**src/rtl/can_bt_pkg.sv**
```systemverilog
package can_bt_pkg;

  typedef enum logic [1:0] {
    SEG_SYNC = 2'd0,
    SEG_PROP = 2'd1,
    SEG_PH1  = 2'd2,
    SEG_PH2  = 2'd3
  } seg_e;

  function automatic logic maj3(input logic a, input logic b, input logic c);
    return (a & b) | (a & c) | (b & c);
  endfunction

endpackage

```
**src/rtl/can_bt_prescaler.sv**
```systemverilog
module can_bt_prescaler #(
  parameter int DIV_W = 6
) (
  input  logic             clk,
  input  logic             rst_n,
  input  logic [DIV_W-1:0] tq_div,
  input  logic             restart,
  output logic             tq_tick,
  output logic             half_tick
);
  localparam int CNT_W = DIV_W + 1;

  logic [CNT_W-1:0] cnt;
  logic [CNT_W-1:0] last;
  logic [CNT_W-1:0] mid;

  // the quantum spans 2*(div+1) clocks; the midpoint sits half a quantum before the end
  assign last      = {tq_div, 1'b1};
  assign mid       = {1'b0, tq_div};
  assign tq_tick   = (cnt == last);
  assign half_tick = (cnt == mid);

  always_ff @(posedge clk) begin
    if (!rst_n || restart || tq_tick) cnt <= '0;
    else                              cnt <= cnt + 1'b1;
  end
endmodule

```
**src/rtl/can_bt_cfg.sv**
```systemverilog
module can_bt_cfg #(
  parameter int SEG_W = 3,
  parameter int JMP_W = 2,
  parameter int LEN_W = SEG_W + 2
) (
  input  logic [SEG_W-1:0] prop_len_m1,
  input  logic [SEG_W-1:0] ph1_len_m1,
  input  logic [SEG_W-1:0] ph2_len_m1,
  input  logic             ph2_auto,
  input  logic [JMP_W-1:0] jump_len_m1,
  output logic [LEN_W-1:0] prop_len,
  output logic [LEN_W-1:0] ph1_len,
  output logic [LEN_W-1:0] ph2_len,
  output logic [LEN_W-1:0] jump_len,
  output logic             cfg_err
);
  localparam logic [LEN_W-1:0] IPT_LEN = LEN_W'(2);

  logic [LEN_W-1:0] ph2_prog;

  assign prop_len = LEN_W'(prop_len_m1) + 1'b1;
  assign ph1_len  = LEN_W'(ph1_len_m1) + 1'b1;
  assign ph2_prog = LEN_W'(ph2_len_m1) + 1'b1;
  assign jump_len = LEN_W'(jump_len_m1) + 1'b1;

  always_comb begin
    if (ph2_auto) ph2_len = (ph1_len > IPT_LEN) ? ph1_len : IPT_LEN;
    else          ph2_len = ph2_prog;
  end

  assign cfg_err = ((prop_len + ph1_len) < ph2_len) || (ph2_len <= jump_len);
endmodule

```
**src/rtl/can_bt_seq.sv**
```systemverilog
module can_bt_seq
  import can_bt_pkg::*;
#(
  parameter int LEN_W = 5,
  parameter int POS_W = LEN_W + 1
) (
  input  logic             clk,
  input  logic             rst_n,
  input  logic             tq_tick,
  input  logic             fall_edge,
  input  logic             bus_idle,
  input  logic [LEN_W-1:0] prop_len,
  input  logic [LEN_W-1:0] ph1_len,
  input  logic [LEN_W-1:0] ph2_len,
  input  logic [LEN_W-1:0] jump_len,
  output logic             restart,
  output logic             sample_pt,
  output logic             tx_stb
);
  seg_e             seg, seg_n;
  logic [LEN_W-1:0] cnt, cnt_n;
  logic [POS_W-1:0] pos, pos_n;
  logic [LEN_W-1:0] ext, ext_n;
  logic [LEN_W-1:0] cut, cut_n;
  logic             done, done_n;
  logic             new_bit;
  logic [LEN_W-1:0] ph2_left;
  logic [LEN_W-1:0] seg_len;

  assign ph2_left = ph2_len - cut - cnt;

  always_comb begin
    seg_n     = seg;
    cnt_n     = cnt;
    pos_n     = pos;
    ext_n     = ext;
    cut_n     = cut;
    done_n    = done;
    restart   = 1'b0;
    sample_pt = 1'b0;
    new_bit   = 1'b0;
    seg_len   = LEN_W'(1);

    // edge handling: hard sync while idle, otherwise one correction per bit
    if (fall_edge && bus_idle) begin
      restart = 1'b1;
    end else if (fall_edge && !done) begin
      done_n = 1'b1;
      unique case (seg)
        SEG_PROP, SEG_PH1:
          ext_n = (pos > POS_W'(jump_len)) ? jump_len : pos[LEN_W-1:0];
        SEG_PH2:
          if (ph2_left <= jump_len) restart = 1'b1;
          else                      cut_n   = jump_len;
        default: ;
      endcase
    end

    if (restart) begin
      seg_n   = SEG_SYNC;
      cnt_n   = '0;
      pos_n   = '0;
      ext_n   = '0;
      cut_n   = '0;
      done_n  = bus_idle;
      new_bit = 1'b1;
    end else if (tq_tick) begin
      pos_n = pos + 1'b1;
      unique case (seg)
        SEG_SYNC: seg_len = LEN_W'(1);
        SEG_PROP: seg_len = prop_len;
        SEG_PH1:  seg_len = ph1_len + ext_n;
        SEG_PH2:  seg_len = ph2_len - cut_n;
        default:  seg_len = LEN_W'(1);
      endcase
      if (cnt == seg_len - 1'b1) begin
        cnt_n = '0;
        unique case (seg)
          SEG_SYNC: seg_n = SEG_PROP;
          SEG_PROP: seg_n = SEG_PH1;
          SEG_PH1: begin
            seg_n     = SEG_PH2;
            sample_pt = 1'b1;
          end
          SEG_PH2: begin
            seg_n   = SEG_SYNC;
            pos_n   = '0;
            ext_n   = '0;
            cut_n   = '0;
            done_n  = 1'b0;
            new_bit = 1'b1;
          end
          default: seg_n = SEG_SYNC;
        endcase
      end else begin
        cnt_n = cnt + 1'b1;
      end
    end
  end

  always_ff @(posedge clk) begin
    if (!rst_n) begin
      seg    <= SEG_SYNC;
      cnt    <= '0;
      pos    <= '0;
      ext    <= '0;
      cut    <= '0;
      done   <= 1'b0;
      tx_stb <= 1'b0;
    end else begin
      seg    <= seg_n;
      cnt    <= cnt_n;
      pos    <= pos_n;
      ext    <= ext_n;
      cut    <= cut_n;
      done   <= done_n;
      tx_stb <= new_bit;
    end
  end
endmodule

```
**src/rtl/can_bt_sampler.sv**
```systemverilog
module can_bt_sampler
  import can_bt_pkg::*;
#(
  parameter int TAPS = 2
) (
  input  logic clk,
  input  logic rst_n,
  input  logic rx_s,
  input  logic tq_tick,
  input  logic half_tick,
  input  logic sample_pt,
  input  logic triple_en,
  output logic bit_val,
  output logic sample_stb
);
  // taps[0] holds the read half a quantum back, taps[TAPS-1] the oldest
  logic [TAPS-1:0] taps;

  always_ff @(posedge clk) begin
    if (!rst_n) begin
      taps       <= '1;
      bit_val    <= 1'b1;
      sample_stb <= 1'b0;
    end else begin
      if (tq_tick || half_tick) taps <= {taps[TAPS-2:0], rx_s};
      sample_stb <= sample_pt;
      if (sample_pt) bit_val <= triple_en ? maj3(rx_s, taps[0], taps[1]) : rx_s;
    end
  end
endmodule

```
**src/rtl/can_bit_timing.sv**
```systemverilog
module can_bit_timing
  import can_bt_pkg::*;
#(
  parameter int DIV_W = 6,
  parameter int SEG_W = 3,
  parameter int JMP_W = 2
) (
  input  logic             clk,
  input  logic             rst_n,
  input  logic             rx,
  input  logic             bus_idle,
  input  logic [DIV_W-1:0] tq_div,
  input  logic [SEG_W-1:0] prop_len_m1,
  input  logic [SEG_W-1:0] ph1_len_m1,
  input  logic [SEG_W-1:0] ph2_len_m1,
  input  logic             ph2_auto,
  input  logic [JMP_W-1:0] jump_len_m1,
  input  logic             triple_en,
  output logic             bit_val,
  output logic             sample_stb,
  output logic             tx_stb,
  output logic             cfg_err
);
  localparam int LEN_W = SEG_W + 2;
  localparam int POS_W = LEN_W + 1;

  logic             rx_s, rx_d, fall_edge;
  logic             tq_tick, half_tick, restart, sample_pt;
  logic [LEN_W-1:0] prop_len, ph1_len, ph2_len, jump_len;

  always_ff @(posedge clk) begin
    if (!rst_n) begin
      rx_s <= 1'b1;
      rx_d <= 1'b1;
    end else begin
      rx_s <= rx;
      rx_d <= rx_s;
    end
  end

  assign fall_edge = rx_d & ~rx_s;

  can_bt_cfg #(.SEG_W(SEG_W), .JMP_W(JMP_W), .LEN_W(LEN_W)) u_cfg (
    .prop_len_m1 (prop_len_m1),
    .ph1_len_m1  (ph1_len_m1),
    .ph2_len_m1  (ph2_len_m1),
    .ph2_auto    (ph2_auto),
    .jump_len_m1 (jump_len_m1),
    .prop_len    (prop_len),
    .ph1_len     (ph1_len),
    .ph2_len     (ph2_len),
    .jump_len    (jump_len),
    .cfg_err     (cfg_err)
  );

  can_bt_prescaler #(.DIV_W(DIV_W)) u_pre (
    .clk       (clk),
    .rst_n     (rst_n),
    .tq_div    (tq_div),
    .restart   (restart),
    .tq_tick   (tq_tick),
    .half_tick (half_tick)
  );

  can_bt_seq #(.LEN_W(LEN_W), .POS_W(POS_W)) u_seq (
    .clk       (clk),
    .rst_n     (rst_n),
    .tq_tick   (tq_tick),
    .fall_edge (fall_edge),
    .bus_idle  (bus_idle),
    .prop_len  (prop_len),
    .ph1_len   (ph1_len),
    .ph2_len   (ph2_len),
    .jump_len  (jump_len),
    .restart   (restart),
    .sample_pt (sample_pt),
    .tx_stb    (tx_stb)
  );

  can_bt_sampler #(.TAPS(2)) u_smp (
    .clk        (clk),
    .rst_n      (rst_n),
    .rx_s       (rx_s),
    .tq_tick    (tq_tick),
    .half_tick  (half_tick),
    .sample_pt  (sample_pt),
    .triple_en  (triple_en),
    .bit_val    (bit_val),
    .sample_stb (sample_stb)
  );
endmodule

```
**config.mk**
```make
export PLATFORM = sky130hd
export DESIGN_NAME = can_bit_timing
export DESIGN_NICKNAME = d
export VERILOG_FILES = /design/src/rtl/can_bt_pkg.sv /design/src/rtl/can_bt_prescaler.sv /design/src/rtl/can_bt_cfg.sv /design/src/rtl/can_bt_seq.sv /design/src/rtl/can_bt_sampler.sv /design/src/rtl/can_bit_timing.sv
export SDC_FILE = /design/constraint.sdc
export NUM_CORES = 1
export LEC_CHECK = 0
export BUFFER_PORTS_ARGS = -buffer_cell sky130_fd_sc_hd__clkbuf_2
export CAP_MARGIN = 10
export CORE_MARGIN = 1
export CORE_UTILIZATION = 55
export CTS_CLUSTER_SIZE = 12
export DETAILED_ROUTE_END_ITERATION = 16
export PLACE_DENSITY = 0.77
export SLEW_MARGIN = 20
export SYNTH_ARGS = -nofsm -noshare
export SYNTH_HDL_FRONTEND = slang
export SYNTH_HIERARCHICAL = 1
export SYNTH_SLANG_ARGS = --single-unit
```
**constraint.sdc**
```tcl
create_clock -name clk -period 8.05 [get_ports clk]
set_clock_uncertainty 0.15 [all_clocks]
set_input_delay 0.805 -clock clk [delete_from_list [all_inputs] [get_ports clk]]
set_output_delay 0.805 -clock clk [all_outputs]
set_load 0.02 [all_outputs]
```
# ---- Word-level counts from Yosys, hierarchy flattened
# Index checks and enable logic that the tools add are counted.
dict set report totals {
  regBits 38
  in_bits 23
  output_inout_bits 4
  word_cells 99
}
dict set report classes {
  n_addsub 13
  n_lt_le_gt_ge 5
  eq_ne 6
  muxes 42
  bitwise_logic 8
  reduce_logical 12
}
# op count
set ops {}
lappend ops {{5-bit two-way mux} 19}
lappend ops {{5-bit one-hot mux with 4 select lines} 1}
lappend ops {{1-bit two-way mux} 19}
lappend ops {{5-bit subtractor} 3}
lappend ops {{3-bit by 1-bit adder with 4-bit output (second input constant)} 3}
lappend ops {{6-bit two-way mux} 2}
lappend ops {{2-bit one-hot mux with 4 select lines} 1}
lappend ops {{7-bit by 1-bit adder with 7-bit output (second input constant)} 1}
lappend ops {{7-bit by 6-bit equality test with 1-bit output} 1}
lappend ops {{7-bit equality test} 1}
lappend ops {{6-bit by 1-bit adder with 6-bit output (second input constant)} 1}
lappend ops {{6-bit by 3-bit greater-than comparator with 1-bit output} 1}
lappend ops {{4-bit by 5-bit adder with 5-bit output} 1}
lappend ops {{5-bit by 1-bit adder with 5-bit output (second input constant)} 1}
lappend ops {{5-bit adder} 1}
lappend ops {{5-bit equality test} 1}
lappend ops {{5-bit by 2-bit greater-than comparator with 1-bit output (second input constant)} 1}
lappend ops {{5-bit by 3-bit less-or-equal comparator with 1-bit output} 1}
lappend ops {{5-bit less-or-equal comparator} 1}
lappend ops {{5-bit less-than comparator} 1}
lappend ops {{5-bit by 1-bit subtractor with 5-bit output (second input constant)} 1}
lappend ops {{1-bit AND} 4}
lappend ops {{2-bit equality test (second input constant)} 2}
lappend ops {{1-bit logical OR} 4}
lappend ops {{other kinds (9)} 14}

# ---- Logic depth before layout (Yosys ltp)
# Gate-level depths: netlist of run 1.
dict set report logic_depth {
  ltp_word 20
  ltp_mapped 33
  ltp_nobuf 32
}

# ---- Hierarchy
# The synthesis of run 1 kept the hierarchy.
# module instances cells_per_inst area_each_um2 seq_area_each_um2
set by_module_without_submodules {}
lappend by_module_without_submodules {can_bt_seq 1 266 2285.9 500.5}
lappend by_module_without_submodules {can_bt_cfg 1 69 526.8 0.0}
lappend by_module_without_submodules {can_bt_prescaler 1 54 494.2 140.1}
lappend by_module_without_submodules {can_bt_sampler 1 18 157.7 80.1}
lappend by_module_without_submodules {can_bit_timing 1 5 58.8 40.0}

# ---- Worst setup path before layout of run 1
# No wires, ideal clock.
dict set report synth_path {
  kind {input -> register}
  startpoint {in ph2_auto}
  endpoint {reg u_smp.bit_val}
  setup_ns 0.127
  t_arrival_ns 7.440
  t_required_ns 7.773
  setup_slack_ns 0.333
  cell_stages 32
  path_buffers 1
  cell_sequence {clkbuf_1 o22a_1 inv_1 fa_1 inv_1 ha_1 or2_2 fa_1 a21o_1 a21oi_1 xnor2_1 ha_1 and4_1 a2111oi_2 nand2_1 mux2_2 ha_1 inv_1 fa_1 a222oi_1 or2_2 ha_1 xor2_1 a211oi_1 a21oi_1 nand2_1 o2111ai_1 nor3_2 and3_1 inv_1 a21boi_0 o31ai_2}
}
dict set report synth_between {
  elab_chain_cells 17
  elab_cells_between_ends 21
  cone_classes {4 x add/sub; 1 x order compare; 1 x eq/ne; 15 x mux}
}
# element line
set synth_lines {}
lappend synth_lines {{start, declared} can_bit_timing.sv:16} ;# input logic ph2_auto,
lappend synth_lines {{5-bit two-way mux *} can_bt_cfg.sv:27} ;# if (ph2_auto) ph2_len = (ph1_len > IPT_LEN) ? ph1_len : IPT_LEN;
lappend synth_lines {{named net ph2_len[0]} can_bit_timing.sv:29} ;# logic [LEN_W-1:0] prop_len, ph1_len, ph2_len, jump_len;
lappend synth_lines {{5-bit subtractor (2 in a row)} can_bt_seq.sv:30} ;# assign ph2_left = ph2_len - cut - cnt;
lappend synth_lines {{5-bit by 3-bit less-or-equal comparator with 1-bit output} can_bt_seq.sv:53} ;# if (ph2_left <= jump_len) restart = 1'b1;
lappend synth_lines {{5-bit two-way mux} can_bt_seq.sv:53}
lappend synth_lines {{5-bit two-way mux} can_bt_seq.sv:49} ;# unique case (seg)
lappend synth_lines {{5-bit two-way mux} can_bt_seq.sv:47} ;# end else if (fall_edge && !done) begin
lappend synth_lines {{5-bit two-way mux} can_bt_seq.sv:45} ;# if (fall_edge && bus_idle) begin
lappend synth_lines {{(+2 left out)} n/a}
lappend synth_lines {{5-bit two-way mux} can_bt_seq.sv:67} ;# end else if (tq_tick) begin
lappend synth_lines {{5-bit two-way mux} can_bt_seq.sv:59} ;# if (restart) begin
lappend synth_lines {{5-bit by 1-bit subtractor with 5-bit output} can_bt_seq.sv:76} ;# if (cnt == seg_len - 1'b1) begin
lappend synth_lines {{5-bit equality test} can_bt_seq.sv:76}
lappend synth_lines {{1-bit two-way mux} can_bt_seq.sv:76}
lappend synth_lines {{1-bit two-way mux} can_bt_seq.sv:67}
lappend synth_lines {{1-bit two-way mux *} can_bt_seq.sv:59}
lappend synth_lines {{named net sample_pt} can_bit_timing.sv:28} ;# logic tq_tick, half_tick, restart, sample_pt;
lappend synth_lines {{end signal, assigned} can_bt_sampler.sv:27} ;# if (sample_pt) bit_val <= triple_en ? maj3(rx_s, taps[0], taps[1]) : rx_s;
lappend synth_lines {{end, declared} can_bt_sampler.sv:13} ;# output logic bit_val,
# The timed path passes the listed nets; every way through them passes the cells marked *. The select of a mux whose other input is x is not followed.
# A chain may end at the register's enable or synchronous reset.

# ---- Worst setup path in the final report of run 1
dict set report layout_path {
  startpoint {in ph1_len_m1[2]}
  endpoint {reg u_smp.bit_val}
}
dict set report layout_between {
  elab_chain_cells 20
  elab_cells_between_ends 25
  cone_classes {6 x add/sub; 2 x order compare; 1 x eq/ne; 16 x mux}
}
# element line
set layout_lines {}
lappend layout_lines {{start, declared} can_bit_timing.sv:14} ;# input logic [SEG_W-1:0] ph1_len_m1,
lappend layout_lines {{3-bit by 1-bit adder with 4-bit output *} can_bt_cfg.sv:22} ;# assign ph1_len = LEN_W'(ph1_len_m1) + 1'b1;
lappend layout_lines {{5-bit by 2-bit greater-than comparator with 1-bit output *} can_bt_cfg.sv:27}
lappend layout_lines {{5-bit two-way mux * (2 in a row)} can_bt_cfg.sv:27}
lappend layout_lines {{named net ph2_len[0]} can_bit_timing.sv:29}
lappend layout_lines {{5-bit subtractor (2 in a row)} can_bt_seq.sv:30}
lappend layout_lines {{5-bit by 3-bit less-or-equal comparator with 1-bit output} can_bt_seq.sv:53}
lappend layout_lines {{5-bit two-way mux} can_bt_seq.sv:53}
lappend layout_lines {{5-bit two-way mux} can_bt_seq.sv:49}
lappend layout_lines {{(+4 left out)} n/a}
lappend layout_lines {{5-bit two-way mux} can_bt_seq.sv:67}
lappend layout_lines {{5-bit two-way mux} can_bt_seq.sv:59}
lappend layout_lines {{5-bit by 1-bit subtractor with 5-bit output} can_bt_seq.sv:76}
lappend layout_lines {{5-bit equality test} can_bt_seq.sv:76}
lappend layout_lines {{1-bit two-way mux} can_bt_seq.sv:76}
lappend layout_lines {{1-bit two-way mux} can_bt_seq.sv:67}
lappend layout_lines {{1-bit two-way mux *} can_bt_seq.sv:59}
lappend layout_lines {{named net sample_pt} can_bit_timing.sv:28}
# Marks and branches as above.

==> results of run 1 <==
[cells by family (layout without fill, tap and decap cells)]
kind of cell	count (synthesis)	after routing	synth area share, %
muxes	7	7	2.02
other	1	5	0.106
and+or+nand+nor	126	126	19.9
buffers and inverters	52	74	6.71
DFF	38	38	21.6
xor gates and xnor gates	46	46	11.9
AOI/OAI and AO/OA	90	90	18.1
adders and majority gates	52	52	19.7
[critical path, delay by kind of cell]
| family | cells | cell delay (ps) |
|---|---|---|
| AO/OA/AOI/OAI | 7 | 1740 |
| XOR/XNOR | 3 | 570 |
| adder cells (fa/ha/maj) | 7 | 2230 |
| buffers and inverters | 5 | 430 |
| multiplexers | 1 | 310 |
| AND/OR/NAND/NOR | 8 | 1670 |
[Yosys cell counts, drive strengths merged, types with 3 or more instances]
library cell,instances
a211oi,7
a21o,8
a21oi,28
a311oi,3
a31o,3
and2,5
and3,6
buf,11
clkbuf,8
dfxtp,38
fa,6
ha,46
inv,33
mux2i,6
nand2,28
nand2b,6
nand3,17
nand3b,4
nand4,5
nor2,17
nor2b,5
nor3,16
nor3b,6
o2111ai,4
o211ai,4
o21ai,11
xnor2,20
xor2,26
[flip-flops by register name (all words and copies together) (netlist names)]
name              flops
u_seq/pos             6
rx_s                  1
u_smp/bit_val         1
u_seq/done            1
u_pre/cnt             7
u_seq/tx_stb          1
u_seq/ext             5
u_seq/cnt             5
u_smp/taps            2
u_smp/sample_stb      1
u_seq/seg             2
rx_d                  1
u_seq/cut             5
[layout make-up]
class | count | area (µm²)
clock buffers | 5 | 68.8
clock inverters | 3 | 68.8
fillers | 520 | 2210
inverters | 33 | 124
multi-input cells | 326 | 2550
flip-flops and latches | 38 | 761
well taps | 75 | 93.8
repair buffers | 33 | 183
[per-stage QoR]
stage	power (µW)	worst slack [ps]	instances	utilization (%)	cell area, µm²
2_1_floorplan	291	333	416	-	3540
3_3_place_gp	318	395	504	61.0	3690
3_5_place_dp	323	56.7	504	61.0	3690
4_1_cts	519	286	512	63.2	3830
5_1_grt	546	-56.6	513	63.6	3850
6_report	516	342	513	63.6	3850
[where the power goes]
part	switching (µW)	internal [µW]
clock network	71.1	124
logic	71.3	54.8
registers	4.50	191
[cells in the final DEF, fill, tap and decap left out, types with 3 or more instances in the layout]
cell	netlist	layout
a211oi_1	7	7
a21o_1	8	8
a21oi_1	28	28
a31o_2	3	3
and2_1	5	5
and3_1	6	6
buf_4	6	7
clkbuf_2	0	26
clkbuf_8	0	5
conb_1	1	5
dfxtp_1	38	38
fa_1	6	6
ha_1	46	46
inv_1	33	33
mux2i_1	6	6
nand2_1	28	28
nand2b_1	6	6
nand3_1	17	17
nand3b_1	4	4
nand4_1	5	5
nor2_1	17	17
nor2b_1	5	5
nor3_1	14	14
nor3b_1	6	6
o2111ai_1	4	4
o211ai_1	4	4
o21ai_0	10	10
xnor2_1	19	19
xor2_1	25	25
[layer usage]
layer	part of all wire [%]	global-route usage [%]	vias to the layer above	wire [µm]
li1	-	-	1513	-
met1	46	32.1	1436	3620
met2	49	44.5	50	3860
met3	2.8	3.67	9	222
met4	1.3	6.67	0	102
met5	0	0	-	0
[worst max path at each step]
stage                        startpoint            end  cells after the start
after floorplan                ph2_auto  u_smp/bit_val                     32
after global placement    ph1_len_m1[2]  u_smp/bit_val                     31
after detailed placement  ph1_len_m1[2]  u_smp/bit_val                     31
after CTS                 ph1_len_m1[2]  u_smp/bit_val                     31
after global routing      ph1_len_m1[2]  u_smp/bit_val                     31
final                     ph1_len_m1[2]  u_smp/bit_val                     31
[repair_timing]
action / 4_1_cts / 5_1_grt
resized for setup: 0 / 2
setup buffers: 0 / 1
endpoints found under the setup margin: 0 / 2
==> flow_metrics.tcl, run 1 <==
set metrics [dict create \
    holdPathStages 2 \
    gp_congestion 0.942 \
    crit_path_end_kind "register" \
    max_stage_delay_ps 580 \
    ys.flop_type "dfxtp_1" \
    grt_max_degree 21 \
    power_density_nw_per_um2 134 \
    yosysWarnings 6 \
    max_slew_margin_pct 53.0 \
    grt_pass1_wl_mm 13.2 \
    critPathLaunchType "primary input" \
    row_count 28 \
    drv_slew 0 \
    cp_data_arrival_time_ps 7730 \
    crit_type "primary input to register" \
    io_pins 27 \
    min_period_ps 7710 \
    rrSetupSlack_ps 910 \
    area_growth_pct 9.34 \
    fmax_mhz 130 \
    die_h_um 82.0 \
    track_usage_pct 25.3 \
    numCtsBuffers 5 \
    cts_tree "built" \
    drc 0 \
    synthTopCellsByArea "dfxtp_1 (22%), ha_1 (16%), xor2_1 (6.2%)" \
    min_period_over_period_pct 95.8 \
    power_leakage_uw 0.00162 \
    die_area_um2 6730 \
    ir_drop_mv 0.150 \
    synth_cells 412 \
    setup_viol 0 \
    worstHoldStart "u_smp/taps[1]" \
    clock_latency_ps 290 \
    cts_sinks 38 \
    ant_nets 0 \
    critPathRequiredTime_ps 8070 \
    fin_hold_ws_ps 333 \
    clockBufferDepth 2 \
    avgSynthCellArea_um2 8.55 \
    first_pass_iters 5 \
    synth.top_cell.area_share_pct 21.6 \
    outcome "finished, final reports clean" \
    vias 3008 \
    wl_per_cell_um 15.2 \
    grt_pass1_vias 2919 \
    drtIter0Drc 212 \
    yosysTopAreaCell "dfxtp_1" \
    drv_cap 0 \
    clock-root-buffer "clkbuf_8" \
    reg2reg_depth 28 \
    hold_end "u_smp/taps[1]" \
    cts_hold_buffers 0 \
    clk_pin_slew_worst_paths_ps 80 \
    tightestPinTransition_ps 703 \
    n_antenna_cell 0 \
    rr_endpoint "u_smp/bit_val" \
    critPathMaxFanout 7 \
    cts.htree.levels 2 \
    core_um2 6060 \
    die_x_um 82.0 \
    syn-cell-area_um2 3520 \
    numPortBuffers 26 \
    synth_edf_count 0 \
    antenna_found_initial 0 \
    yosysUniqueCellTypes 63 \
    wirelength_mm 7.81 \
    overflow 0 \
    start_util_pct 58.1 \
    ys_seq_area_share_pct 21.6 \
    postSynthRegisterBits 38 \
    synthArstFlopShare_pct 0 \
    hpwl_mm 6.28 \
    hold_class "register to register" \
    r2r-start "u_seq/cnt[0]" \
    slowest_stage "fa_1" \
    viasPerCell 5.86 \
    layout-drive-gt1-share_pct 13.5 \
    final-hold-violation-count 0 \
    setup_tns_ps 0 \
    nets 512 \
]
No activity file was read; power rests on OpenSTA's default activity.
==> run 2: changes to the inputs <==
--- a/config.mk
+++ b/config.mk
@@ -11,6 +11,7 @@
 export CORE_UTILIZATION = 55
 export CTS_CLUSTER_SIZE = 12
 export DETAILED_ROUTE_END_ITERATION = 16
+export MAX_ROUTING_LAYER = met4
 export PLACE_DENSITY = 0.77
 export SLEW_MARGIN = 20
 export SYNTH_ARGS = -nofsm -noshare
==> run 2 against run 1 <==
Hold slack improved by 1.9 ps. Flip-flop and latch count is the same. Critical endpoint unchanged. Global-route usage increased by 0.78 points. Die area did not move. Maximum frequency grew 0.29%. Largest power group unchanged.
==> flow_metrics.tcl, run 2 (same netlist as run 1, synthesis figures left out) <==
set metrics [dict create \
    outcome "finished, final reports clean" \
    min_period_over_period_pct 95.5 \
    placed_area_um2 3690 \
    ir_drop_mv 0.151 \
    cp_data_arrival_time_ps 7710 \
    grt_pass1_vias 2919 \
    top_regs "u_pre/cnt (7), u_seq/pos (6)" \
    power_leakage_uw 0.00162 \
    layout-drive-gt1-share_pct 13.5 \
    first_pass_iters 4 \
    power_density_nw_per_um2 134 \
    drv_cap 0 \
    final_area_um2 3850 \
    min_period_ps 7690 \
    die_x_um 82.0 \
    max_slew_margin_pct 52.8 \
    overflow 0 \
    clock_latency_ps 290 \
    wl_per_cell_um 15.2 \
    row_count 28 \
    grt_pass1_wl_mm 13.2 \
    drtIter0Drc 188 \
    numPortBuffers 26 \
    crit_type "primary input to register" \
    hold_class "register to register" \
    top_register "u_pre/cnt" \
    utilization_pct 63.6 \
    drc 0 \
    rrSetupSlack_ps 930 \
    largest_register_ffs 7 \
    vias 2982 \
    slowest_stage "fa_1" \
    drv_slew 0 \
    io_pins 27 \
    antenna_found_initial 0 \
    cts.htree.levels 2 \
    area_growth_pct 9.34 \
    n_fill_cell 520 \
    die_area_um2 6730 \
    n_antenna_cell 0 \
    wirelength_mm 7.82 \
    die_h_um 82.0 \
    layout_common_cells "ha_1 (46), dfxtp_1 (38), inv_1 (33)" \
    ant_nets 0 \
    clk_pin_slew_worst_paths_ps 80 \
    start_util_pct 58.1 \
    grt_max_degree 21 \
    tightestPinTransition_ps 707 \
    cts_sinks 38 \
    fmax_mhz 130 \
    fin_hold_ws_ps 335 \
    clockBufferDepth 2 \
    viasPerCell 5.81 \
    crit_path_end_kind "register" \
    core_um2 6060 \
    cts_tree "built" \
    gp_congestion 0.959 \
    max_stage_delay_ps 580 \
    critPathMaxFanout 7 \
    hpwl_mm 6.28 \
    critPathRequiredTime_ps 8070 \
    final_common_cell "ha_1" \
    clock-root-buffer "clkbuf_8" \
    track_usage_pct 26.1 \
    cts_hold_buffers 0 \
    nets 512 \
    final-hold-violation-count 0 \
    critPathLaunchType "primary input" \
    numCtsBuffers 5 \
    setup_viol 0 \
]
==> run 2: worst paths after layout <==
kind                       from            end  cells after the start
setup / recovery  ph1_len_m1[2]  u_smp/bit_val                     31
hold / removal    u_smp/taps[1]  u_smp/taps[1]                      2
setup reg to reg   u_seq/cnt[0]  u_smp/bit_val                     28
hold reg to reg   u_smp/taps[1]  u_smp/taps[1]                      2
==> run 2: area by class of cell <==
cell class | instances | area [µm²] | share of cell area [%]
well taps | 75 | 93.8 | 2.44
clock inverters | 3 | 68.8 | 1.79
inverters | 33 | 124 | 3.22
multi-input cells | 326 | 2550 | 66.3
repair buffers | 33 | 183 | 4.74
flip-flops and latches | 38 | 761 | 19.7
clock buffers | 5 | 68.8 | 1.79
==> run 2: worst max-delay path: cells and delay by family <==
kind                     cells  cell delay (ps)
AO/OA/AOI/OAI                7             1740
XOR/XNOR                     3              570
adder cells (fa/ha/maj)      7             2220
buffers and inverters        5              430
multiplexers                 1              310
AND/OR/NAND/NOR              8             1650
==> run 2: power by group <==
part           leakage [µW]  internal (µW)  total, µW  switching (µW)
Sequential         0.000308            191        195            4.42
Clock             0.0000683            124        195            70.6
Combinational       0.00124           54.8        126            71.5
Total               0.00162            370        516             146
==> run 2: through the flow <==
| stage | total power [µW] | worst slack (ps) | instances | setup TNS (ps) |
|---|---|---|---|---|
| 2_1_floorplan | 291 | 333 | 416 | 0 |
| 3_3_place_gp | 318 | 395 | 504 | 0 |
| 3_5_place_dp | 323 | 56.7 | 504 | 0 |
| 4_1_cts | 519 | 286 | 512 | 0 |
| 5_1_grt | 546 | -55.5 | 513 | -55.5 |
| 6_report | 516 | 364 | 513 | 0 |
==> run 2: layer usage <==
metal / vias to the layer above / part of all wire [%] / GRT usage (%) / wire (µm)
met5: - / 0 / - / 0
li1: 1510 / - / - / -
met3: 8 / 2.7 / 3.67 / 208
met2: 48 / 50 / 44.4 / 3900
met4: 0 / 1.2 / 6.67 / 97
met1: 1416 / 46 / 32.3 / 3620
==> run 2: timing repair <==
action | CTS | global route
endpoints found under the hold margin | 0 | 0
setup buffers | 0 | 1
resized for setup | 0 | 2
endpoints found under the setup margin | 0 | 2
